==> config.mk <==
export PLATFORM = sky130hd
export DESIGN_NAME = superpix_accum
export DESIGN_NICKNAME = d
export VERILOG_FILES = /design/src/rtl/sp_pkg.sv /design/src/rtl/sp_sel_lfsr.sv /design/src/rtl/sp_frame_ctrl.sv /design/src/rtl/sp_tally.sv /design/src/rtl/superpix_accum.sv
export SDC_FILE = /design/constraint.sdc
export NUM_CORES = 1
export LEC_CHECK = 0
export ABC_AREA = 1
export BUFFER_PORTS_ARGS = -buffer_cell sky130_fd_sc_hd__buf_4
export CORE_UTILIZATION = 64
export CTS_CLUSTER_SIZE = 24
export DETAILED_ROUTE_END_ITERATION = 10
export GPL_TIMING_DRIVEN = 0
export MAX_ROUTING_LAYER = met4
export PLACE_DENSITY_LB_ADDON = 0.25
export REMOVE_ABC_BUFFERS = 1
export SLEW_MARGIN = 20
export SYNTH_ARGS = -nofsm -noshare
export SYNTH_HDL_FRONTEND = slang
export SYNTH_SLANG_ARGS = --single-unit
==> constraint.sdc <==
create_clock -name clk -period 2.6 [get_ports clk]
set_input_delay 0.52 -clock clk [delete_from_list [all_inputs] [get_ports clk]]
set_output_delay 0.52 -clock clk [all_outputs]
set_load 0.1 [all_outputs]
==> src/rtl/sp_pkg.sv <==
package sp_pkg;
    localparam int SP_NPIX  = 16;
    localparam int SP_CNT_W = 9;
    localparam int SP_FRAME = 256;

    typedef enum logic [1:0] {
        PH_IDLE = 2'd0,
        PH_RUN  = 2'd1,
        PH_DONE = 2'd2
    } phase_e;
endpackage

==> src/rtl/sp_sel_lfsr.sv <==
module sp_sel_lfsr #(
    parameter int          SEL_W = 4,
    parameter logic [15:0] SEED  = 16'hACE1
) (
    input  logic             clk,
    input  logic             rst_n,
    output logic [SEL_W-1:0] sel_o
);
    typedef struct packed {
        logic [15:0] sr;
    } lfsr_t;

    lfsr_t st_q, st_d;

    always_comb begin
        st_d    = st_q;
        st_d.sr = {st_q.sr[14:0],
                   st_q.sr[15] ^ st_q.sr[13] ^ st_q.sr[12] ^ st_q.sr[10]};
    end

    always_ff @(posedge clk or negedge rst_n) begin
        if (!rst_n) st_q.sr <= SEED;
        else        st_q    <= st_d;
    end

    assign sel_o = st_q.sr[SEL_W-1:0];
endmodule

==> src/rtl/sp_frame_ctrl.sv <==
module sp_frame_ctrl
    import sp_pkg::*;
#(
    parameter int FRAME_LEN = SP_FRAME
) (
    input  logic clk,
    input  logic rst_n,
    input  logic start_i,
    output logic run_o,
    output logic done_o
);
    localparam int CYC_W = (FRAME_LEN > 2) ? $clog2(FRAME_LEN) : 1;

    typedef struct packed {
        phase_e           ph;
        logic [CYC_W-1:0] cyc;
    } ctrl_t;

    ctrl_t st_q, st_d;

    always_comb begin
        st_d = st_q;
        if (start_i) begin
            st_d.ph  = PH_RUN;
            st_d.cyc = '0;
        end else if (st_q.ph == PH_RUN) begin
            st_d.cyc = st_q.cyc + CYC_W'(1);
            if (st_q.cyc == CYC_W'(FRAME_LEN - 1)) st_d.ph = PH_DONE;
        end
    end

    always_ff @(posedge clk or negedge rst_n) begin
        if (!rst_n) begin
            st_q.ph  <= PH_IDLE;
            st_q.cyc <= '0;
        end else begin
            st_q <= st_d;
        end
    end

    assign run_o  = (st_q.ph == PH_RUN);
    assign done_o = (st_q.ph == PH_DONE);
endmodule

==> src/rtl/sp_tally.sv <==
module sp_tally #(
    parameter int CNT_W = 9
) (
    input  logic             clk,
    input  logic             rst_n,
    input  logic             clr_i,
    input  logic             en_i,
    input  logic             bit_i,
    output logic [CNT_W-1:0] cnt_o
);
    typedef struct packed {
        logic [CNT_W-1:0] cnt;
    } tally_t;

    tally_t st_q, st_d;

    always_comb begin
        st_d = st_q;
        if (clr_i)              st_d.cnt = '0;
        else if (en_i && bit_i) st_d.cnt = st_q.cnt + CNT_W'(1);
    end

    always_ff @(posedge clk or negedge rst_n) begin
        if (!rst_n) st_q.cnt <= '0;
        else        st_q     <= st_d;
    end

    assign cnt_o = st_q.cnt;
endmodule

==> src/rtl/superpix_accum.sv <==
module superpix_accum
    import sp_pkg::*;
#(
    parameter int NPIX      = SP_NPIX,
    parameter int CNT_W     = SP_CNT_W,
    parameter int FRAME_LEN = SP_FRAME,
    parameter int ADDR_W    = $clog2(NPIX + 1)
) (
    input  logic              clk,
    input  logic              rst_n,
    input  logic              start,
    input  logic [NPIX-1:0]   pix_bits,
    input  logic [ADDR_W-1:0] rd_addr,
    output logic [CNT_W-1:0]  rd_data,
    output logic              done
);
    localparam int SEL_W = $clog2(NPIX);

    logic                  run_w;
    logic [SEL_W-1:0]      sel_w;
    logic                  mux_bit_w;
    logic [CNT_W-1:0]      pix_cnt_w [NPIX];
    logic [CNT_W-1:0]      super_cnt_w;
    logic [NPIX*CNT_W-1:0] pix_flat_w;

    sp_frame_ctrl #(.FRAME_LEN(FRAME_LEN)) ctrl_i (
        .clk(clk), .rst_n(rst_n), .start_i(start),
        .run_o(run_w), .done_o(done)
    );

    sp_sel_lfsr #(.SEL_W(SEL_W)) sel_i (
        .clk(clk), .rst_n(rst_n), .sel_o(sel_w)
    );

    assign mux_bit_w = pix_bits[sel_w];

    for (genvar k = 0; k < NPIX; k++) begin : g_pix
        sp_tally #(.CNT_W(CNT_W)) tally_i (
            .clk(clk), .rst_n(rst_n), .clr_i(start), .en_i(run_w),
            .bit_i(pix_bits[k]), .cnt_o(pix_cnt_w[k])
        );
        assign pix_flat_w[k*CNT_W +: CNT_W] = pix_cnt_w[k];
    end

    sp_tally #(.CNT_W(CNT_W)) super_i (
        .clk(clk), .rst_n(rst_n), .clr_i(start), .en_i(run_w),
        .bit_i(mux_bit_w), .cnt_o(super_cnt_w)
    );

    always_comb begin
        rd_data = '0;
        if (rd_addr < ADDR_W'(NPIX))       rd_data = pix_cnt_w[rd_addr[SEL_W-1:0]];
        else if (rd_addr == ADDR_W'(NPIX)) rd_data = super_cnt_w;
    end
endmodule

==> flow_summary.ini <==
[clock_network]
ctsHoldBuffers = 0
cts_inserted_buffers = 17
clk_path_buf_depth = 2
clock_sinks = 179
path_clk_slew_ps = 60
clockRootBuffer = clkbuf_16
cts_tree = built
clock_latency_ps = 440
htreeDepth = 4

[synthesis]
yosysUniqueCellTypes = 46
synth_seq_area_share = 0.436
yosys-mux-area-fraction = 0
ys_seq_elements = 179
async_flop_share = 1.00
synthXorXnorAreaFrac = 0.00851
ys.flop_type = dfrtp_1
synth-compound-area-share = 0.180
yosys_warnings = 0
synth_edf_count = 0
synth_top_family_by_area = simple AND/OR/NAND/NOR gates
synth_fa_ha_area_frac = 0.0219
synthCells = 1365
synthSimpleGateAreaFrac = 0.263
syn_area_mm2 = 0.0103
postSynthAreaPerCell_um2 = 7.54

[floorplanning]
boundaryPins = 34
dieArea_mm2 = 0.0166
rows = 46
die_w_um = 129
core_mm2 = 0.0158
start_util = 0.653
die-height_um = 129

[timing]
hold_ws_ps = 89.4
worst_slack_ps = 60.1
hold_viol_final = 0
slew-limit-headroom = 0.349
post-route-period-util = 0.977
max_freq_mhz = 394
clock_skew_ps = 10.5
worst_pin_slew_ps = 977
maxSlewViolCount = 0
final.min_clock_period_ps = 2540
setup_violations = 0

[detailed_routing]
wl_per_cell_um = 17.1
vias_per_cell = 6.05
ant_nets = 0
drcViolationCount = 0
vias = 9721
drt_iter0_drc = 1170
dr.pass1.iters = 6
wl_mm = 27.5

[pwr]
p_leak_nw = 5.07
power_density_mw_per_mm2 = 574
power.total_mw = 6.57
peakVddDrop_uv = 586

[finish]
layout_common_cells = 222 x nand2_1, 171 x dfrtp_1, 163 x inv_1
area_growth_pct = 11.1
fillers = 1277
drive_gt1_frac = 0.0970
nets = 1421
final_common_cell = nand2_1
n_antenna_cell = 0

[status]
status = completed

[worst_setup_path]
critPathMaxStageDelay_ps = 330
path_cells = buf_16 > clkinvlp_4 > buf_4 > nor2_1 > o21ai_0 > o21ai_0 > nand2_1 > nand3_1 > nand2_1 > buf_6
crit_slowest_cell = o21ai_0
startpoint_type = primary input
crit_arrival_ps = 2020
endpoint_kind = primary output
worstPathRequired_ps = 2080
setup.worst_path.class = primary input to primary output
critPathMaxFanout = 29

[placement]
dp_hpwl_mm = 16.9
io_buffers = 33
place.gp.congestion = 0.898
place_ws_ps = -1270

[grt]
grt_pass1_vias = 9151
grt_pass1_wl_mm = 44.2
track_usage = 0.354
grtUsageMet1 = 0.466
grt_antenna_before_repair = 0
met2_usage = 0.544
overflow = 0
grt_max_degree = 133
grt_most_used_layer = met2
grt_util_met3 = 0.0649

[flow_run]
max_cap_violations = 0

[min_path]
min_path_type = primary input to asynchronous set/reset pin
==> per-stage QoR <==
stage,std cells,cell area [um2],setup TNS [ps],utilization
2_1_floorplan,1311,10000,-3180,-
3_3_place_gp,1560,10500,-26320,0.668
3_5_place_dp,1562,10600,-10630,0.672
4_1_cts,1606,11400,0,0.720
5_1_grt,1608,11400,-26.2,0.726
6_report,1608,11400,0,0.726
==> synthesized netlist by cell type (all sizes together), types with 2 or more instances <==
cell,n,share of area
nand3,138,0.067
a31oi,5,0.0030
or2,3,0.0018
inv,170,0.062
xor2,7,0.0060
xnor2,3,0.0026
and3,2,0.0012
ha,18,0.022
a32o,4,0.0039
o211ai,17,0.012
clkinv,2,0.00073
nor2,103,0.040
nand4,27,0.016
a211oi,6,0.0044
dfrtp,171,0.42
o21ai,161,0.078
buf,37,0.021
nor3b,3,0.0022
clkbuf,17,0.0063
dfstp,8,0.020
o221ai,3,0.0026
nor3,62,0.034
a21oi,143,0.072
nor4,5,0.0036
o21a,2,0.0015
nand2,244,0.096
==> registers in the layout, indices dropped and copies added (netlist names) <==
register / flops
sel_i.st_q: 16
super_i.cnt_o: 9
g_pix.tally_i.cnt_o: 144
ctrl_i.st_q: 10
==> critical path, delay by kind of cell <==
kind            cells  cell delay [ps]
buf+inv             4              690
simple gates        4              340
compound gates      2              450
==> cell families after synthesis <==
kind of cell               count (synthesis)
xor gates and xnor gates                  10
and+or+nand+nor                          588
AOI/OAI and AO/OA                        344
buffers and inverters                    226
adders and majority gates                 18
DFF                                      179
==> where the power goes <==
| part | leakage, nW | total, mW | switching, mW | internal, mW |
|---|---|---|---|---|
| sequential | 2.43 | 3.05 | 0.150 | 2.90 |
| combinational | 2.36 | 0.911 | 0.621 | 0.290 |
| clock | 0.278 | 2.60 | 1.13 | 1.47 |
| total | 5.07 | 6.57 | 1.90 | 4.66 |
==> routing by layer <==
layer	vias to the layer above	wire, um
met3	72	2160
met5	-	0
li1	4644	-
met2	401	12900
met1	4604	11600
met4	0	794
==> repair_timing <==
item | in CTS | in global routing
cloned | 4 | 2
buffers inserted | 8 | 0
endpoints found under the setup margin | 9 | 9
resized for setup | 17 | 10
==> cell type report <==
type                            count  area (um2)  share of cell area
Timing Repair Buffer               46         528              0.0461
Sequential cell                   179        4490               0.392
Tap cell                          216         270              0.0236
Multi-Input combinational cell    960        4880               0.427
Clock inverter                     12         131              0.0115
Clock buffer                       20         457              0.0399
Inverter                          172         662              0.0578
Timing Repair inverter              3        22.5             0.00197
==> path summary, 6_finish.rpt <==
kind | start | end | slack, ps | cells after the start
worst min-delay path | rst_n | sel_i.st_q[14] | 90 | 1
worst max-delay path | rd_addr[0] | rd_data[6] | 60 | 10
max in group asynchronous | rst_n | super_i.cnt_o[4] | 1620 | 2
worst max register to register | ctrl_i.st_q[9] | g_pix[15].tally_i.cnt_o[8] | 270 | 7
min in group clk | sel_i.st_q[8] | sel_i.st_q[9] | 350 | 0
worst min register to register | sel_i.st_q[8] | sel_i.st_q[9] | 350 | 0
Note: power is estimated with default switching activity, not from simulation.
